[config.mk]
export PLATFORM = sky130hd
export DESIGN_NAME = cke_power_tracker
export DESIGN_NICKNAME = d
export VERILOG_FILES = /design/src/rtl/cke_trk_pkg.sv /design/src/rtl/cke_rst_sync.sv /design/src/rtl/cke_pair_tracker.sv /design/src/rtl/cke_recovery_win.sv /design/src/rtl/cke_mode_fsm.sv /design/src/rtl/cke_power_tracker.sv
export SDC_FILE = /design/constraint.sdc
export NUM_CORES = 1
export LEC_CHECK = 0
export ABC_AREA = 1
export BUFFER_PORTS_ARGS = -buffer_cell sky130_fd_sc_hd__buf_2
export CAP_MARGIN = 20
export CORE_MARGIN = 3
export CORE_UTILIZATION = 61
export CTS_CLUSTER_SIZE = 10
export DETAILED_ROUTE_END_ITERATION = 6
export PLACE_DENSITY = 0.83
export SLEW_MARGIN = 20
export SYNTH_ARGS = -nofsm -noshare
export SYNTH_HDL_FRONTEND = slang
export SYNTH_SLANG_ARGS = --single-unit
[constraint.sdc]
create_clock -name clk -period 1.9 [get_ports clk]
set_input_delay 0.19 -clock clk [delete_from_list [all_inputs] [get_ports clk]]
set_output_delay 0.19 -clock clk [all_outputs]
set_load 0.03 [all_outputs]
[src/rtl/cke_trk_pkg.sv]
package cke_trk_pkg;

  typedef enum logic [2:0] {
    MODE_IDLE    = 3'd0,
    MODE_ACTIVE  = 3'd1,
    MODE_PWRDN   = 3'd2,
    MODE_SELFREF = 3'd3,
    MODE_SUSPEND = 3'd4,
    MODE_RECOVER = 3'd5
  } mode_e;

  typedef enum logic [1:0] {
    CKE_LL = 2'b00,
    CKE_LH = 2'b01,
    CKE_HL = 2'b10,
    CKE_HH = 2'b11
  } cke_pair_e;

  localparam int CMD_W = 3;

  typedef struct packed {
    logic quiet;  // inhibit or NOP
    logic nop;
    logic aref;
    logic rw;
  } cmd_flags_t;

  function automatic cmd_flags_t decode_cmd(input logic [CMD_W-1:0] code);
    cmd_flags_t f;
    f.nop   = (code == 3'd1);
    f.quiet = (code == 3'd0) || (code == 3'd1);
    f.aref  = (code == 3'd2);
    f.rw    = (code == 3'd3);
    return f;
  endfunction

endpackage

[src/rtl/cke_rst_sync.sv]
module cke_rst_sync #(
  parameter int STAGES = 2
) (
  input  logic clk,
  input  logic rst_n,
  output logic rst_n_sync
);
  logic [STAGES-1:0] sync_q;

  generate
    if (STAGES == 1) begin : g_single
      always_ff @(posedge clk or negedge rst_n) begin
        if (!rst_n) sync_q <= '0;
        else        sync_q <= 1'b1;
      end
    end else begin : g_chain
      always_ff @(posedge clk or negedge rst_n) begin
        if (!rst_n) sync_q <= '0;
        else        sync_q <= {sync_q[STAGES-2:0], 1'b1};
      end
    end
  endgenerate

  assign rst_n_sync = sync_q[STAGES-1];
endmodule

[src/rtl/cke_pair_tracker.sv]
module cke_pair_tracker
  import cke_trk_pkg::*;
(
  input  logic      clk,
  input  logic      rst_n,
  input  logic      cke_i,
  output cke_pair_e pair_o
);
  logic cke_prev_q;

  always_ff @(posedge clk or negedge rst_n) begin
    if (!rst_n) cke_prev_q <= 1'b1;
    else        cke_prev_q <= cke_i;
  end

  assign pair_o = cke_pair_e'({cke_prev_q, cke_i});
endmodule

[src/rtl/cke_recovery_win.sv]
module cke_recovery_win #(
  parameter int CNT_W = 8
) (
  input  logic             clk,
  input  logic             rst_n,
  input  logic             start_i,
  input  logic             active_i,
  input  logic             nop_i,
  input  logic [CNT_W-1:0] limit_i,
  output logic             done_o
);
  localparam logic [CNT_W-1:0] CNT_MAX  = '1;
  localparam logic [1:0]       NOP_NEED = 2'd2;

  logic [CNT_W-1:0] lim_q, lim_d;
  logic [CNT_W-1:0] elap_q, elap_d, elap_inc;
  logic [1:0]       nops_q, nops_d, nops_inc;
  logic             win_en;

  always_comb begin
    elap_inc = (elap_q == CNT_MAX) ? elap_q : elap_q + 1'b1;
    nops_inc = (nop_i && nops_q != NOP_NEED) ? nops_q + 2'd1 : nops_q;
    win_en   = start_i | active_i;
    if (start_i) begin
      lim_d  = limit_i;
      elap_d = '0;
      nops_d = 2'd0;
    end else begin
      lim_d  = lim_q;
      elap_d = elap_inc;
      nops_d = nops_inc;
    end
    done_o = active_i && (elap_inc >= lim_q) && (nops_inc == NOP_NEED);
  end

  always_ff @(posedge clk or negedge rst_n) begin
    if (!rst_n) begin
      lim_q  <= '0;
      elap_q <= '0;
      nops_q <= 2'd0;
    end else if (win_en) begin
      lim_q  <= lim_d;
      elap_q <= elap_d;
      nops_q <= nops_d;
    end
  end

  AST_WIN_NOT_EARLY: assert property (@(posedge clk) disable iff (!rst_n)
    (active_i && (({1'b0, elap_q} + 1'b1) < {1'b0, lim_q})) |-> !done_o);
  AST_WIN_TWO_NOPS: assert property (@(posedge clk) disable iff (!rst_n)
    (active_i && nops_q == 2'd0) |-> !done_o);
endmodule

[src/rtl/cke_mode_fsm.sv]
module cke_mode_fsm
  import cke_trk_pkg::*;
(
  input  logic       clk,
  input  logic       rst_n,
  input  cke_pair_e  pair_i,
  input  cmd_flags_t cmd_i,
  input  logic       burst_done_i,
  input  logic       setup_ok_i,
  input  logic       win_done_i,
  output logic       win_start_o,
  output logic       win_active_o,
  output mode_e      mode_o,
  output logic       illegal_o
);
  mode_e mode_q, mode_d;
  logic  illegal_q, illegal_d;
  logic  bad;
  logic  mode_en;
  logic  low_power;

  assign low_power = (mode_q == MODE_PWRDN) || (mode_q == MODE_SELFREF) ||
                     (mode_q == MODE_SUSPEND);

  always_comb begin
    mode_d       = mode_q;
    bad          = 1'b0;
    win_start_o  = 1'b0;
    win_active_o = 1'b0;
    unique case (pair_i)
      CKE_LL: begin
        if (!low_power) bad = 1'b1;
      end
      CKE_LH: begin
        if (!cmd_i.quiet) bad = 1'b1;
        case (mode_q)
          MODE_PWRDN: begin
            mode_d = MODE_IDLE;
            if (!setup_ok_i) bad = 1'b1;
          end
          MODE_SELFREF: begin
            mode_d      = MODE_RECOVER;
            win_start_o = 1'b1;
          end
          MODE_SUSPEND: mode_d = MODE_ACTIVE;
          default:      bad = 1'b1;
        endcase
      end
      CKE_HL: begin
        case (mode_q)
          MODE_IDLE: begin
            if (cmd_i.quiet)     mode_d = MODE_PWRDN;
            else if (cmd_i.aref) mode_d = MODE_SELFREF;
            else                 bad = 1'b1;
          end
          MODE_ACTIVE: mode_d = MODE_SUSPEND;
          default:     bad = 1'b1;
        endcase
      end
      CKE_HH: begin
        case (mode_q)
          MODE_IDLE: begin
            if (cmd_i.rw) mode_d = MODE_ACTIVE;
          end
          MODE_ACTIVE: begin
            if (burst_done_i) mode_d = MODE_IDLE;
          end
          MODE_RECOVER: begin
            win_active_o = 1'b1;
            if (!cmd_i.quiet) bad = 1'b1;
            if (win_done_i)   mode_d = MODE_IDLE;
          end
          default: bad = 1'b1;
        endcase
      end
      default: bad = 1'b1;
    endcase
    mode_en   = (mode_d != mode_q);
    illegal_d = illegal_q | bad;
  end

  always_ff @(posedge clk or negedge rst_n) begin
    if (!rst_n) begin
      mode_q    <= MODE_IDLE;
      illegal_q <= 1'b0;
    end else begin
      if (mode_en) mode_q <= mode_d;
      if (bad)     illegal_q <= illegal_d;
    end
  end

  assign mode_o    = mode_q;
  assign illegal_o = illegal_q;

  AST_LL_HOLD: assert property (@(posedge clk) disable iff (!rst_n)
    (pair_i == CKE_LL && low_power) |=> $stable(mode_q));
  AST_SR_ENTRY: assert property (@(posedge clk) disable iff (!rst_n)
    (pair_i == CKE_HL && mode_q == MODE_IDLE && cmd_i.aref) |=> (mode_q == MODE_SELFREF));
  AST_SUSP_ENTRY: assert property (@(posedge clk) disable iff (!rst_n)
    (pair_i == CKE_HL && mode_q == MODE_ACTIVE) |=> (mode_q == MODE_SUSPEND));
  AST_PD_EXIT: assert property (@(posedge clk) disable iff (!rst_n)
    (pair_i == CKE_LH && mode_q == MODE_PWRDN) |=> (mode_q == MODE_IDLE));
  AST_SUSP_EXIT: assert property (@(posedge clk) disable iff (!rst_n)
    (pair_i == CKE_LH && mode_q == MODE_SUSPEND) |=> (mode_q == MODE_ACTIVE));
  AST_SR_EXIT: assert property (@(posedge clk) disable iff (!rst_n)
    (pair_i == CKE_LH && mode_q == MODE_SELFREF) |=> (mode_q == MODE_RECOVER));
  AST_ILLEGAL_STICKY: assert property (@(posedge clk) disable iff (!rst_n)
    illegal_q |=> illegal_q);
endmodule

[src/rtl/cke_power_tracker.sv]
module cke_power_tracker
  import cke_trk_pkg::*;
#(
  parameter int XSR_W       = 8,
  parameter int SYNC_STAGES = 2
) (
  input  logic             clk,
  input  logic             rst_n,
  input  logic             cke_i,
  input  logic [2:0]       cmd_i,
  input  logic             burst_done_i,
  input  logic             setup_ok_i,
  input  logic [XSR_W-1:0] xsr_cycles_i,
  output logic [2:0]       mode_o,
  output logic             cmd_accept_o,
  output logic             illegal_o
);
  logic       rst_n_s;
  cke_pair_e  pair;
  cmd_flags_t flags;
  logic       win_start, win_active, win_done;
  mode_e      mode;

  assign flags = decode_cmd(cmd_i);

  cke_rst_sync #(.STAGES(SYNC_STAGES)) u_rst (
    .clk        (clk),
    .rst_n      (rst_n),
    .rst_n_sync (rst_n_s)
  );

  cke_pair_tracker u_pair (
    .clk    (clk),
    .rst_n  (rst_n_s),
    .cke_i  (cke_i),
    .pair_o (pair)
  );

  cke_recovery_win #(.CNT_W(XSR_W)) u_win (
    .clk      (clk),
    .rst_n    (rst_n_s),
    .start_i  (win_start),
    .active_i (win_active),
    .nop_i    (flags.nop),
    .limit_i  (xsr_cycles_i),
    .done_o   (win_done)
  );

  cke_mode_fsm u_fsm (
    .clk          (clk),
    .rst_n        (rst_n_s),
    .pair_i       (pair),
    .cmd_i        (flags),
    .burst_done_i (burst_done_i),
    .setup_ok_i   (setup_ok_i),
    .win_done_i   (win_done),
    .win_start_o  (win_start),
    .win_active_o (win_active),
    .mode_o       (mode),
    .illegal_o    (illegal_o)
  );

  assign mode_o       = mode;
  assign cmd_accept_o = (mode == MODE_IDLE) || (mode == MODE_ACTIVE);

  AST_ACCEPT_LOWPWR: assert property (@(posedge clk) disable iff (!rst_n_s)
    (mode_o == 3'd2 || mode_o == 3'd3 || mode_o == 3'd4 || mode_o == 3'd5) |-> !cmd_accept_o);
endmodule

==> results by group, run 1 <==
Run status
  – Outcome: finished, violations left
  – Failing checks: negative setup slack

Die
  – Die Wd: 57.90 microns
  – Num rows: 18
  – Starting Density: 65.13%
  – Core area: 2522 sq um
  – Die Y-Extent: 57.90 microns
  – Num ports: 21
  – Die area: 3352 sq um

Hold path
  – Worst Hold Launch: xsr_cycles_i[0]
  – WHS Path Cells: 3
  – Hold endpoint: u_win.lim_q[0]
  – Hold Path Class: in2reg

Critical path
  – Critical Path Source Type: register
  – Bufs and invs on worst path: 1
  – RR Endpoint: u_fsm.mode_o[0]
  – CP Data Required Time: 2130 ps
  – Cell count of the worst reg-to-reg path: 21
  – Crit path max-delay cell type: dfrtp_1
  – CP top delay family: simple AND/OR/NAND/NOR gates
  – Crit Path Class: reg2reg
  – RR Startpoint: u_win.elap_q[0]
  – Crit-path cells: ha_4 > nand3_4 > nor2_4 > nand2_2 > nor2_4 > nand2_4 > nand2_2 > o21a_1 > inv_2 > ha_4 > nand2_1 > nor2_1 > nor2_1 > nand2_1 > nand2_1 > nand2_1 > nand2_2 > nand2_1 > nand2_1 > nand2_1 > a21oi_2
  – Crit-path most repeated cell: nand2_1
  – Reg2reg setup slack: -440 ps
  – CP endpoint kind: register
  – Data arrival, critical path: 2570 ps
  – CP max FO: 7
  – Crit-path max cell delay: 420 ps

CTS
  – H-tree depth: 1
  – CTS tree: done
  – TritonCTS buffer count: 3
  – CTS clk-pin slew, worst paths: 140 ps
  – Max Buffers Root-to-Sink: 2
  – Worst-Skew Late Latency: 330 ps
  – Cell at the root of the clock tree: clkbuf_4
  – CTS Sinks: 25

GRT
  – Grt ovf: 0
  – Antenna violations before repair: 0
  – Vias in the first global route: 1464
  – Gr usage total: 23.87%
  – Largest net degree at the start of global routing: 17
  – First-pass GRT wire length: 6.306 mm

Final layout
  – N_diodes: 0
  – Final cell count without fillers: 289
  – Finished Cell Area: 1989 sq um
  – Finished Core Util: 78.87%
  – FF/Latch Area: 626.9 sq um
  – Net count, final: 286
  – Area of the multi-input gates: 910.9 sq um
  – Fill cell total of the finished layout: 195
  – Area Overhead vs Synth: 21.10%
  – Layout cells sized above 1: 26.25%

Yosys
  – Mapped Avg Cell Area: 7.467 sq um
  – YS warnings: 0
  – Yosys reg bits: 25
  – Gate count of the mapped netlist: 220
  – Largest area contributor in the netlist: dfrtp_1
  – Synth top area share: 36.56%
  – Area contributors post-synth: dfrtp_1 37%, nand2_1 13%, inv_1 7.8%
  – Post-synth cell types: 33
  – Sequential area share after synthesis: 38.16%
  – Mapped Nets: 246
  – Mapped Area: 1643 sq um

STA
  – PnR worst setup slack: -436.1 ps
  – Endpoints failing setup: 2
  – RSZ-0062 raised after global routing: true
  – Skew final: 9.680 ps
  – Final hold vios: 0
  – Fin Hold WS: 41.97 ps
  – Minimum clock period after layout: 2336 ps
  – Count of pins over their slew limit: 0
  – Fmax: 428.1 MHz
  – Crit share post-route: 123.0%

Drt
  – Post-route ant nets: 0
  – Initial DRT Pass Iterations: 4
  – DRT iter0 DRCs: 93
  – Routed WL per cell: 12.02 microns
  – Vias per cell: 5.343
  – WL final: 3.475 mm
  – Total vias in the final route: 1544
  – DRC: 0

Placed design
  – HPWL after DPL: 2.696 mm
  – Gpl congestion: 0.9359
  – I/O Buffers: 20
  – Placed cell count: 281
  – DP Area: 1871 sq um

Power and ir drop
  – Switching share of power: 43.60%
  – Flop pwr share: 34.7%
  – Pwr per Cell Area: 1274 nW/um^2
  – VDD IR max: 1327 uV
  – P_int: 1.429 mW
  – Pwr Total: 2.534 mW
  – Clk pwr share: 9.7%
  – Comb pwr share: 55.6%
  – Leak: 1.038 nW
  – Net Sw Power: 1.105 mW

Flow run
  – Max_cap viols: 0
power by group through the flow:
stage	clock (mW)	sequential [mW]	combinational, mW
2_1_floorplan	0	0.881	0.874
3_3_place_gp	0	0.864	1.27
3_5_place_dp	0	0.874	1.31
4_1_cts	0.251	0.871	1.38
5_1_grt	0.276	0.912	1.60
6_report	0.245	0.880	1.41
layout make-up:
cell class	count	area share [%]
clock buffers	3	1.132
clock inverters	1	0.3774
inverters	38	7.233
multi-input cells	154	45.79
flip-flops and latches	25	31.51
well taps	30	1.887
repair buffers	38	12.08
worst max path at each step:
stage                          startpoint         endpoint  slack, ps  cells after the start
after detailed placement  u_win.elap_q[0]  u_fsm.mode_o[0]       -490                     21
after floorplan           u_win.elap_q[0]  u_fsm.mode_o[0]       -270                     21
final                     u_win.elap_q[0]  u_fsm.mode_o[0]       -440                     21
after global routing      u_win.elap_q[0]  u_fsm.mode_o[0]       -600                     21
after global placement    u_win.elap_q[1]  u_fsm.mode_o[0]       -370                     21
after CTS                 u_win.elap_q[1]  u_fsm.mode_o[0]       -460                     20
stage by stage:
stage	worst slack, ps	TNS [ps]
after floorplan	-269.8	-499.1
after CTS	-464.8	-909.8
after global routing	-598.7	-1145
after global placement	-369.1	-715.1
after detailed placement	-492.6	-983.2
final	-436.1	-826.6
Yosys cell counts (all sizes together):
cell type / count
nand3: 15
clkinv: 1
nand2: 60
a31oi: 1
o21ai: 17
inv: 37
nor3: 4
o211ai: 2
conb: 1
o21a: 4
o2111ai: 1
dfrtp: 24
xor2: 2
a22oi: 1
o22ai: 4
ha: 10
nor2: 22
o31ai: 2
dfstp: 1
buf: 3
a21oi: 7
o211a: 1
worst register-to-register path: cells and delay by family, from the launching register on:
family          cells  cell delay (ps)
fa+ha+maj           2              430
flops               1              420
buf+inv             1               50
simple gates       16             1150
compound gates      2              200
cell usage in the layout (no fill, tap or decap), drive strengths merged, types with 2 or more instances in the layout:
cell	n
nand2	60
inv	37
buf	36
dfrtp	24
nor2	22
o21ai	17
nand3	15
ha	10
a21oi	7
nor3	4
o21a	4
o22ai	4
clkbuf	3
xor2	2
o211ai	2
o31ai	2
dlygate4sd3	2
cell families (layout without fill, tap and decap cells):
kind of cell / count (synthesis) / count (layout) / share of synthesized area [%]
buffers and inverters: 41 / 80 / 9.825
other: 1 / 1 / 0.2283
xor gates and xnor gates: 2 / 2 / 1.066
and+or+nand+nor: 101 / 101 / 27.57
AOI/OAI and AO/OA: 40 / 40 / 15.54
DFF: 25 / 25 / 38.16
adders and majority gates: 10 / 10 / 7.616
what timing repair did:
item / 4_1_cts / 5_1_grt
gates cloned: 0 / 0
pin swaps: 4 / 6
resized for setup: 3 / 7
setup endpoints to repair: 2 / 2
setup buffers: 2 / 0
endpoints found under the hold margin: 3 / 0
hold buffers: 2 / 0
flip-flops by register name, indices dropped and copies added, names as in the netlist:
register	cells
u_rst.sync_q	2
u_win.nops_q	2
u_win.lim_q	8
u_pair.cke_prev_q	1
u_fsm.mode_o	3
u_win.elap_q	8
u_fsm.illegal_o	1
routing by layer:
layer | GRT usage, % | vias up | wire [microns]
li1 | - | 782 | -
met1 | 34.29 | 707 | 1604
met2 | 37.58 | 43 | 1651
met3 | 4.009 | 12 | 163
met4 | 6.291 | 0 | 56
met5 | 0 | - | 0
(Power assumes the default switching activity.)
==> run 2: changes to the inputs <==
--- a/config.mk
+++ b/config.mk
@@ -13,7 +13,7 @@
 export CTS_CLUSTER_SIZE = 10
 export DETAILED_ROUTE_END_ITERATION = 6
 export PLACE_DENSITY = 0.83
-export SLEW_MARGIN = 20
+export SLEW_MARGIN = 0
 export SYNTH_ARGS = -nofsm -noshare
 export SYNTH_HDL_FRONTEND = slang
 export SYNTH_SLANG_ARGS = --single-unit
==> constraint.sdc (replaced) <==
create_clock -name clk -period 3.03 [get_ports clk]
set_input_delay 0.303 -clock clk [delete_from_list [all_inputs] [get_ports clk]]
set_output_delay 0.303 -clock clk [all_outputs]
set_load 0.03 [all_outputs]
==> run 2 against run 1 <==
The run now ends clean. Final area down 9.6%. Non-clock buffer count down 17. Total power down 45%. Highest routed layer unchanged. Maximum frequency down 4.2%. Setup slack better by 1000 ps. Via count down 6.7%. Register-to-register slack better by 1000 ps.
==> results by group, run 2 (synthesized netlist as in run 1, its figures left out) <==
Critical path
  – CP endpoint kind: register
  – Critical Path Sink: u_fsm.mode_o[0]
  – RR Startpoint: u_win.elap_q[1]
  – Critical Path Source Type: register
  – Worst Setup SP: u_win.elap_q[1]
  – RR Endpoint: u_fsm.mode_o[0]
  – Cell count of the worst reg-to-reg path: 21 (unchanged)
  – CP Data Required Time: 3280 ps (+1150 ps)
  – Crit Path Class: reg2reg
  – Data arrival, critical path: 2690 ps (+120 ps)
  – Reg2reg setup slack: 590 ps (+1030 ps)
  – CP max FO: 7 (unchanged)

Die
  – Die Wd: 57.90 microns (unchanged)
  – Core area: 2522 sq um (unchanged)
  – Die Y-Extent: 57.90 microns (unchanged)
  – Num ports: 21 (unchanged)
  – Starting Density: 65.13% (unchanged)
  – Num rows: 18 (unchanged)
  – Die area: 3352 sq um (unchanged)

CTS
  – CTS clk-pin slew, worst paths: 130 ps (about the same)
  – CTS Sinks: 25 (unchanged)
  – TritonCTS buffer count: 3 (unchanged)
  – Post-CTS Setup Inserts: 0 (-2)
  – Resized Gates After CTS: 0 (-3)
  – # hold bufs at CTS: 1 (-1)
  – Max Buffers Root-to-Sink: 2 (unchanged)
  – H-tree depth: 1 (unchanged)
  – Worst-Skew Late Latency: 310 ps (-20 ps)
  – CTS tree: done
  – Cell at the root of the clock tree: clkbuf_4

Power and ir drop
  – Leak: 0.9550 nW (-8.0%)
  – VDD IR max: 592.8 uV (-55%)
  – Pwr per Cell Area: 778.8 nW/um^2 (-39%)
  – Pwr Total: 1.401 mW (-45%)

STA
  – Slew margin rel.: 38.47%
  – Crit share post-route: 80.50% (-42 points)
  – Skew final: 2.107 ps (-7.573 ps)
  – Worst slew pin tran: 922.9 ps
  – Final hold vios: 0 (unchanged)
  – Minimum clock period after layout: 2439 ps (+103.2 ps)
  – RSZ-0062 raised after global routing: false
  – Fmax: 410.0 MHz (-4.2%)
  – PnR worst setup slack: 590.8 ps (+1027 ps)
  – Sum Neg Setup Slack: 0 ps (+826.6 ps)
  – Endpoints failing setup: 0 (-2)
  – Count of pins over their slew limit: 0 (unchanged)

GRT
  – Vias in the first global route: 1314 (-10%)
  – First-pass GRT wire length: 5.644 mm (-10%)
  – Antenna violations before repair: 0 (unchanged)
  – Grt ovf: 0 (unchanged)
  – Gr usage total: 21.42% (-2.5 points)
  – Largest net degree at the start of global routing: 24 (+7)

Drt
  – DRC: 0 (unchanged)
  – Routed WL per cell: 11.83 microns (-1.6%)
  – Vias per cell: 5.298 (-0.84%)
  – Initial DRT Pass Iterations: 4 (unchanged)
  – Post-route ant nets: 0 (unchanged)
  – WL final: 3.217 mm (-7.4%)
  – Total vias in the final route: 1441 (-6.7%)
  – DRT iter0 DRCs: 91 (-2.2%)

Flow run
  – Max_cap viols: 0 (unchanged)

Placed design
  – Gpl congestion: 0.9533 (+1.9%)
  – I/O Buffers: 20 (unchanged)
  – HPWL after DPL: 2.470 mm (-8.4%)
  – Dpl ws: 628.2 ps (+1121 ps)
  – Placed cell count: 267 (-5.0%)

Final layout
  – Layout cells sized above 1: 17.77% (-8.5 points)
  – Finished Core Util: 71.33% (-7.5 points)
  – N_diodes: 0 (unchanged)
  – Area Overhead vs Synth: 9.520%
  – Final cell count without fillers: 272 (-5.9%)
  – Most frequent cells in the layout: 57 x nand2_1, 34 x inv_1, 24 x dfrtp_1
  – Most common cell after layout, fill and taps aside: nand2_1
  – Net count, final: 269 (-5.9%)

Run status
  – Outcome: completed

Hold path
  – Hold Path Class: in2reg
## run 2: changes by cell type in the layout (fill, tap and decap cells not counted), sizes merged
cell,change
clkinvlp,-1
dlygate4sd3,-1
buf,-16
clkbuf,+1
## run 2: worst max-delay path, stage by stage (launching register included)
cell	delay (ps)
dfrtp_1	400
ha_1	220
nand3_2	100
nor2_2	120
nand2_2	80
nor2_4	130
nand2_4	90
nand2_1	70
o21a_1	140
inv_1	50
ha_1	280
nand2_1	70
nor2_1	40
nor2_1	80
nand2_1	60
nand2_1	50
nand2_1	40
nand2_1	70
nand2_1	50
nand2_1	50
nand2_1	50
a21oi_1	120
## run 2: layout make-up
class,instances,area (sq um)
Multi-Input combinational cell,154,854.6
Tap cell,30,37.54
Inverter,38,143.9
Clock buffer,4,26.28
Timing Repair Buffer,21,110.1
Sequential cell,25,626.9
Fill cell,212,723.2
## run 2: report_power, final
group / internal [mW] / leakage, nW / total (mW) / switching [mW]
registers: 0.451 / 0.300 / 0.547 / 0.0957
logic: 0.273 / 0.640 / 0.706 / 0.433
clock network: 0.0514 / 0.0150 / 0.148 / 0.0969
total: 0.776 / 0.955 / 1.40 / 0.625
## run 2: worst min path at each step
stage          slack [ps]  depth (start not counted)           endpoint   from
2_1_floorplan           7                          0    u_rst.sync_q[0]  rst_n
3_3_place_gp           90                          1    u_rst.sync_q[0]  rst_n
3_5_place_dp           90                          1    u_rst.sync_q[0]  rst_n
4_1_cts               140                          1  u_pair.cke_prev_q  cke_i
5_1_grt               120                          1  u_pair.cke_prev_q  cke_i
6_report              140                          1  u_pair.cke_prev_q  cke_i
## run 2: metal layers
layer  vias up  wire, microns  GRT usage [%]
met5         -              0              0
met4         0             18          4.967
met3         2            127          3.341
met2        27           1436          33.06
met1       657           1635          31.71
li1        755              -              -
## run 2: stage by stage
stage               hold slack, ps  instance area, sq um
finish                       137.9                  1799
global route                 120.4                  1799
CTS                          139.0                  1799
detailed placement           90.75                  1763
global placement             90.32                  1763
floorplan                    7.409                  1643
==> run 3: changes to the inputs <==
--- a/config.mk
+++ b/config.mk
@@ -9,10 +9,10 @@
 export BUFFER_PORTS_ARGS = -buffer_cell sky130_fd_sc_hd__buf_2
 export CAP_MARGIN = 20
 export CORE_MARGIN = 3
-export CORE_UTILIZATION = 61
+export CORE_UTILIZATION = 52
 export CTS_CLUSTER_SIZE = 10
 export DETAILED_ROUTE_END_ITERATION = 6
-export PLACE_DENSITY = 0.83
+export PLACE_DENSITY = 0.76
 export SLEW_MARGIN = 0
 export SYNTH_ARGS = -nofsm -noshare
 export SYNTH_HDL_FRONTEND = slang
==> constraint.sdc (replaced) <==
create_clock -name clk -period 2.15 [get_ports clk]
set_input_delay 0.215 -clock clk [delete_from_list [all_inputs] [get_ports clk]]
set_output_delay 0.215 -clock clk [all_outputs]
set_load 0.03 [all_outputs]
==> run 3 against run 2 <==
The flow now finishes with violations (negative setup slack). Via count up 2.7%. Final area is 7.7% higher. Utilization is 4.0 points lower. Maximum frequency grew 5.7%. First-iteration DRC count fell by 7.7%. Total power is 55% higher. Global-route usage shrank 3.2 points. Count of clock-buffer cells in the layout fell by 1. Register-to-register slack worse by 750 ps. Die area rose by 15%. Sequential share of layout area decreased by 2.5 points.
==> results by group, run 3 (synthesized netlist as in run 1, its figures left out) <==
Critical path
  – Data arrival, critical path: 2560 ps (-130 ps)
  – Crit-path most repeated cell: nand2_1
  – Critical Path Source Type: register
  – Cell count of the worst reg-to-reg path: 19 (-9.5%)
  – Worst Setup SP: u_win.elap_q[1]
  – Crit path max-delay cell type: dfrtp_1
  – RR Startpoint: u_win.elap_q[1]
  – Reg2reg setup slack: -160 ps (-750 ps)
  – Crit path depth: 19 (-9.5%)
  – CP top delay family: simple AND/OR/NAND/NOR gates
  – RR Endpoint: u_fsm.mode_o[0]
  – Bufs and invs on worst path: 0 (-1)
  – CP Data Required Time: 2410 ps (-870 ps)
  – CP max FO: 7 (unchanged)
  – Crit-path max cell delay: 380 ps (-20 ps)
  – Crit Path Class: reg2reg
  – CP endpoint kind: register
  – Crit-path cells: ha_2 > nand3_2 > nor2_4 > nand2_2 > nor2_4 > nand2_4 > xor2_1 > ha_1 > nand2_2 > nor2_1 > nor2_1 > nand2_1 > nand2_1 > nand2_1 > nand2_1 > nand2_1 > nand2_1 > nand2_1 > a21oi_1

STA
  – PnR worst setup slack: -158.1 ps (-748.8 ps)
  – Minimum clock period after layout: 2308 ps (-131.2 ps)
  – Fin Hold WS: 61.43 ps (-76.46 ps)
  – Crit share post-route: 107.4% (+27 points)
  – Endpoints failing setup: 2 (+2)
  – Skew final: 9.143 ps (+7.036 ps)
  – Final hold vios: 0 (unchanged)
  – Slew margin rel.: 58.38% (+20 points)
  – Count of pins over their slew limit: 0 (unchanged)
  – Sum Neg Setup Slack: -286.5 ps (-286.5 ps)
  – Worst slew pin tran: 624.4 ps (-298.6 ps)
  – RSZ-0062 raised after global routing: true
  – Fmax: 433.3 MHz (+5.7%)

Final layout
  – Net count, final: 282 (+4.8%)
  – N_diodes: 0 (unchanged)
  – Most frequent cells in the layout: 55 x nand2_1, 33 x inv_1, 24 x dfrtp_1
  – Area Overhead vs Synth: 17.97%
  – Most common cell after layout, fill and taps aside: nand2_1
  – Layout cells sized above 1: 24.31% (+6.5 points)

Power and ir drop
  – Leak: 1.019 nW (+6.8%)
  – VDD IR max: 745.4 uV (+26%)
  – Pwr per Cell Area: 1123 nW/um^2 (+44%)
  – Pwr Total: 2.176 mW (+55%)

CTS
  – CTS clk-pin slew, worst paths: 130 ps (about the same)
  – CTS tree: done
  – CTS Sinks: 25 (unchanged)
  – Max Buffers Root-to-Sink: 2 (unchanged)
  – H-tree depth: 1 (unchanged)
  – TritonCTS buffer count: 3 (unchanged)
  – Worst-Skew Late Latency: 320 ps (about the same)
  – Cell at the root of the clock tree: clkbuf_4

Run status
  – Outcome: finished, violations left
  – Failing checks: negative setup slack

Hold path
  – Worst Hold Launch: cke_i
  – WHS Path Cells: 1 (unchanged)
  – Hold Path Class: in2reg
  – Hold endpoint: u_pair.cke_prev_q

Placed design
  – Gpl congestion: 0.8947 (-6.1%)
  – HPWL after DPL: 2.560 mm (+3.7%)
  – I/O Buffers: 20 (unchanged)

GRT
  – Gr usage total: 18.21% (-3.2 points)
  – Antenna violations before repair: 0 (unchanged)
  – Vias in the first global route: 1331 (+1.3%)
  – Largest net degree at the start of global routing: 17 (-29%)
  – Grt ovf: 0 (unchanged)
  – First-pass GRT wire length: 5.858 mm (+3.8%)

Drt
  – WL final: 3.299 mm (+2.5%)
  – DRC: 0 (unchanged)
  – Initial DRT Pass Iterations: 4 (unchanged)
  – Post-route ant nets: 0 (unchanged)
  – Total vias in the final route: 1480 (+2.7%)
  – Vias per cell: 4.983 (-5.9%)
  – DRT iter0 DRCs: 84 (-7.7%)
  – Routed WL per cell: 11.11 microns (-6.1%)

Die
  – Die area: 3869 sq um (+15%)
  – Starting Density: 57.11% (-8.0 points)
  – Num rows: 19 (+1)
  – Num ports: 21 (unchanged)
  – Die Wd: 62.21 microns (+7.4%)
  – Core area: 2877 sq um (+14%)
  – Die Y-Extent: 62.21 microns (+7.4%)

Flow run
  – Max_cap viols: 0 (unchanged)
## run 3: changes by cell type in the layout (fill, tap and decap cells not counted), moves of 2 or more
cell	previous run	this run
ha_1	10	8
buf_4	0	13
nand2_1	57	55
nand2_2	2	4
## run 3: report_power, final
| group | internal, mW | switching (mW) | total, mW |
|---|---|---|---|
| combinational | 0.533 | 0.673 | 1.21 |
| sequential | 0.637 | 0.129 | 0.766 |
| clock | 0.0696 | 0.134 | 0.204 |
| total | 1.24 | 0.937 | 2.18 |
## run 3: repair_timing
item | CTS | global route
endpoints found under the setup margin | 2 | 2
cloned | 0 | 0
gates resized for setup | 3 | 2
hold buffers | 1 | 0
setup buffers | 1 | 1
pin swaps | 3 | 5
hold endpoints to repair | 2 | 0
## run 3: per-layer routing
layer / wire length [microns] / GRT usage, % / share of wire, %
met5: 0 / 0 / 0
met4: 19 / 2.486 / 0.58
met2: 1421 / 27.55 / 43
met3: 177 / 4.324 / 5.4
met1: 1680 / 27.05 / 51
## run 3: area by class of cell
class / instances / area [sq um]
Clock buffer: 3 / 22.52
Multi-Input combinational cell: 154 / 879.6
Timing Repair Buffer: 34 / 207.7
Sequential cell: 25 / 626.9
Clock inverter: 1 / 5.005
Fill cell: 258 / 938.4
Inverter: 38 / 143.9
Tap cell: 42 / 52.55
## run 3: through the flow
| step | area [sq um] | util [%] | setup slack, ps | cells |
|---|---|---|---|---|
| after floorplan | 1645 | - | -19.79 | 220 |
| after global placement | 1863 | 64.77 | -144.2 | 290 |
| after detailed placement | 1863 | 64.77 | -207.1 | 290 |
| after CTS | 1923 | 66.86 | -211.6 | 296 |
| after global routing | 1938 | 67.38 | -439.9 | 297 |
| final | 1938 | 67.38 | -158.1 | 297 |
## run 3: how the worst max path moves through the flow
stage                       to  slack [ps]
2_1_floorplan  u_fsm.mode_o[0]         -20
3_3_place_gp   u_fsm.mode_o[0]        -140
3_5_place_dp   u_fsm.mode_o[0]        -210
4_1_cts        u_fsm.mode_o[0]        -210
5_1_grt        u_fsm.mode_o[0]        -440
6_report       u_fsm.mode_o[0]        -160
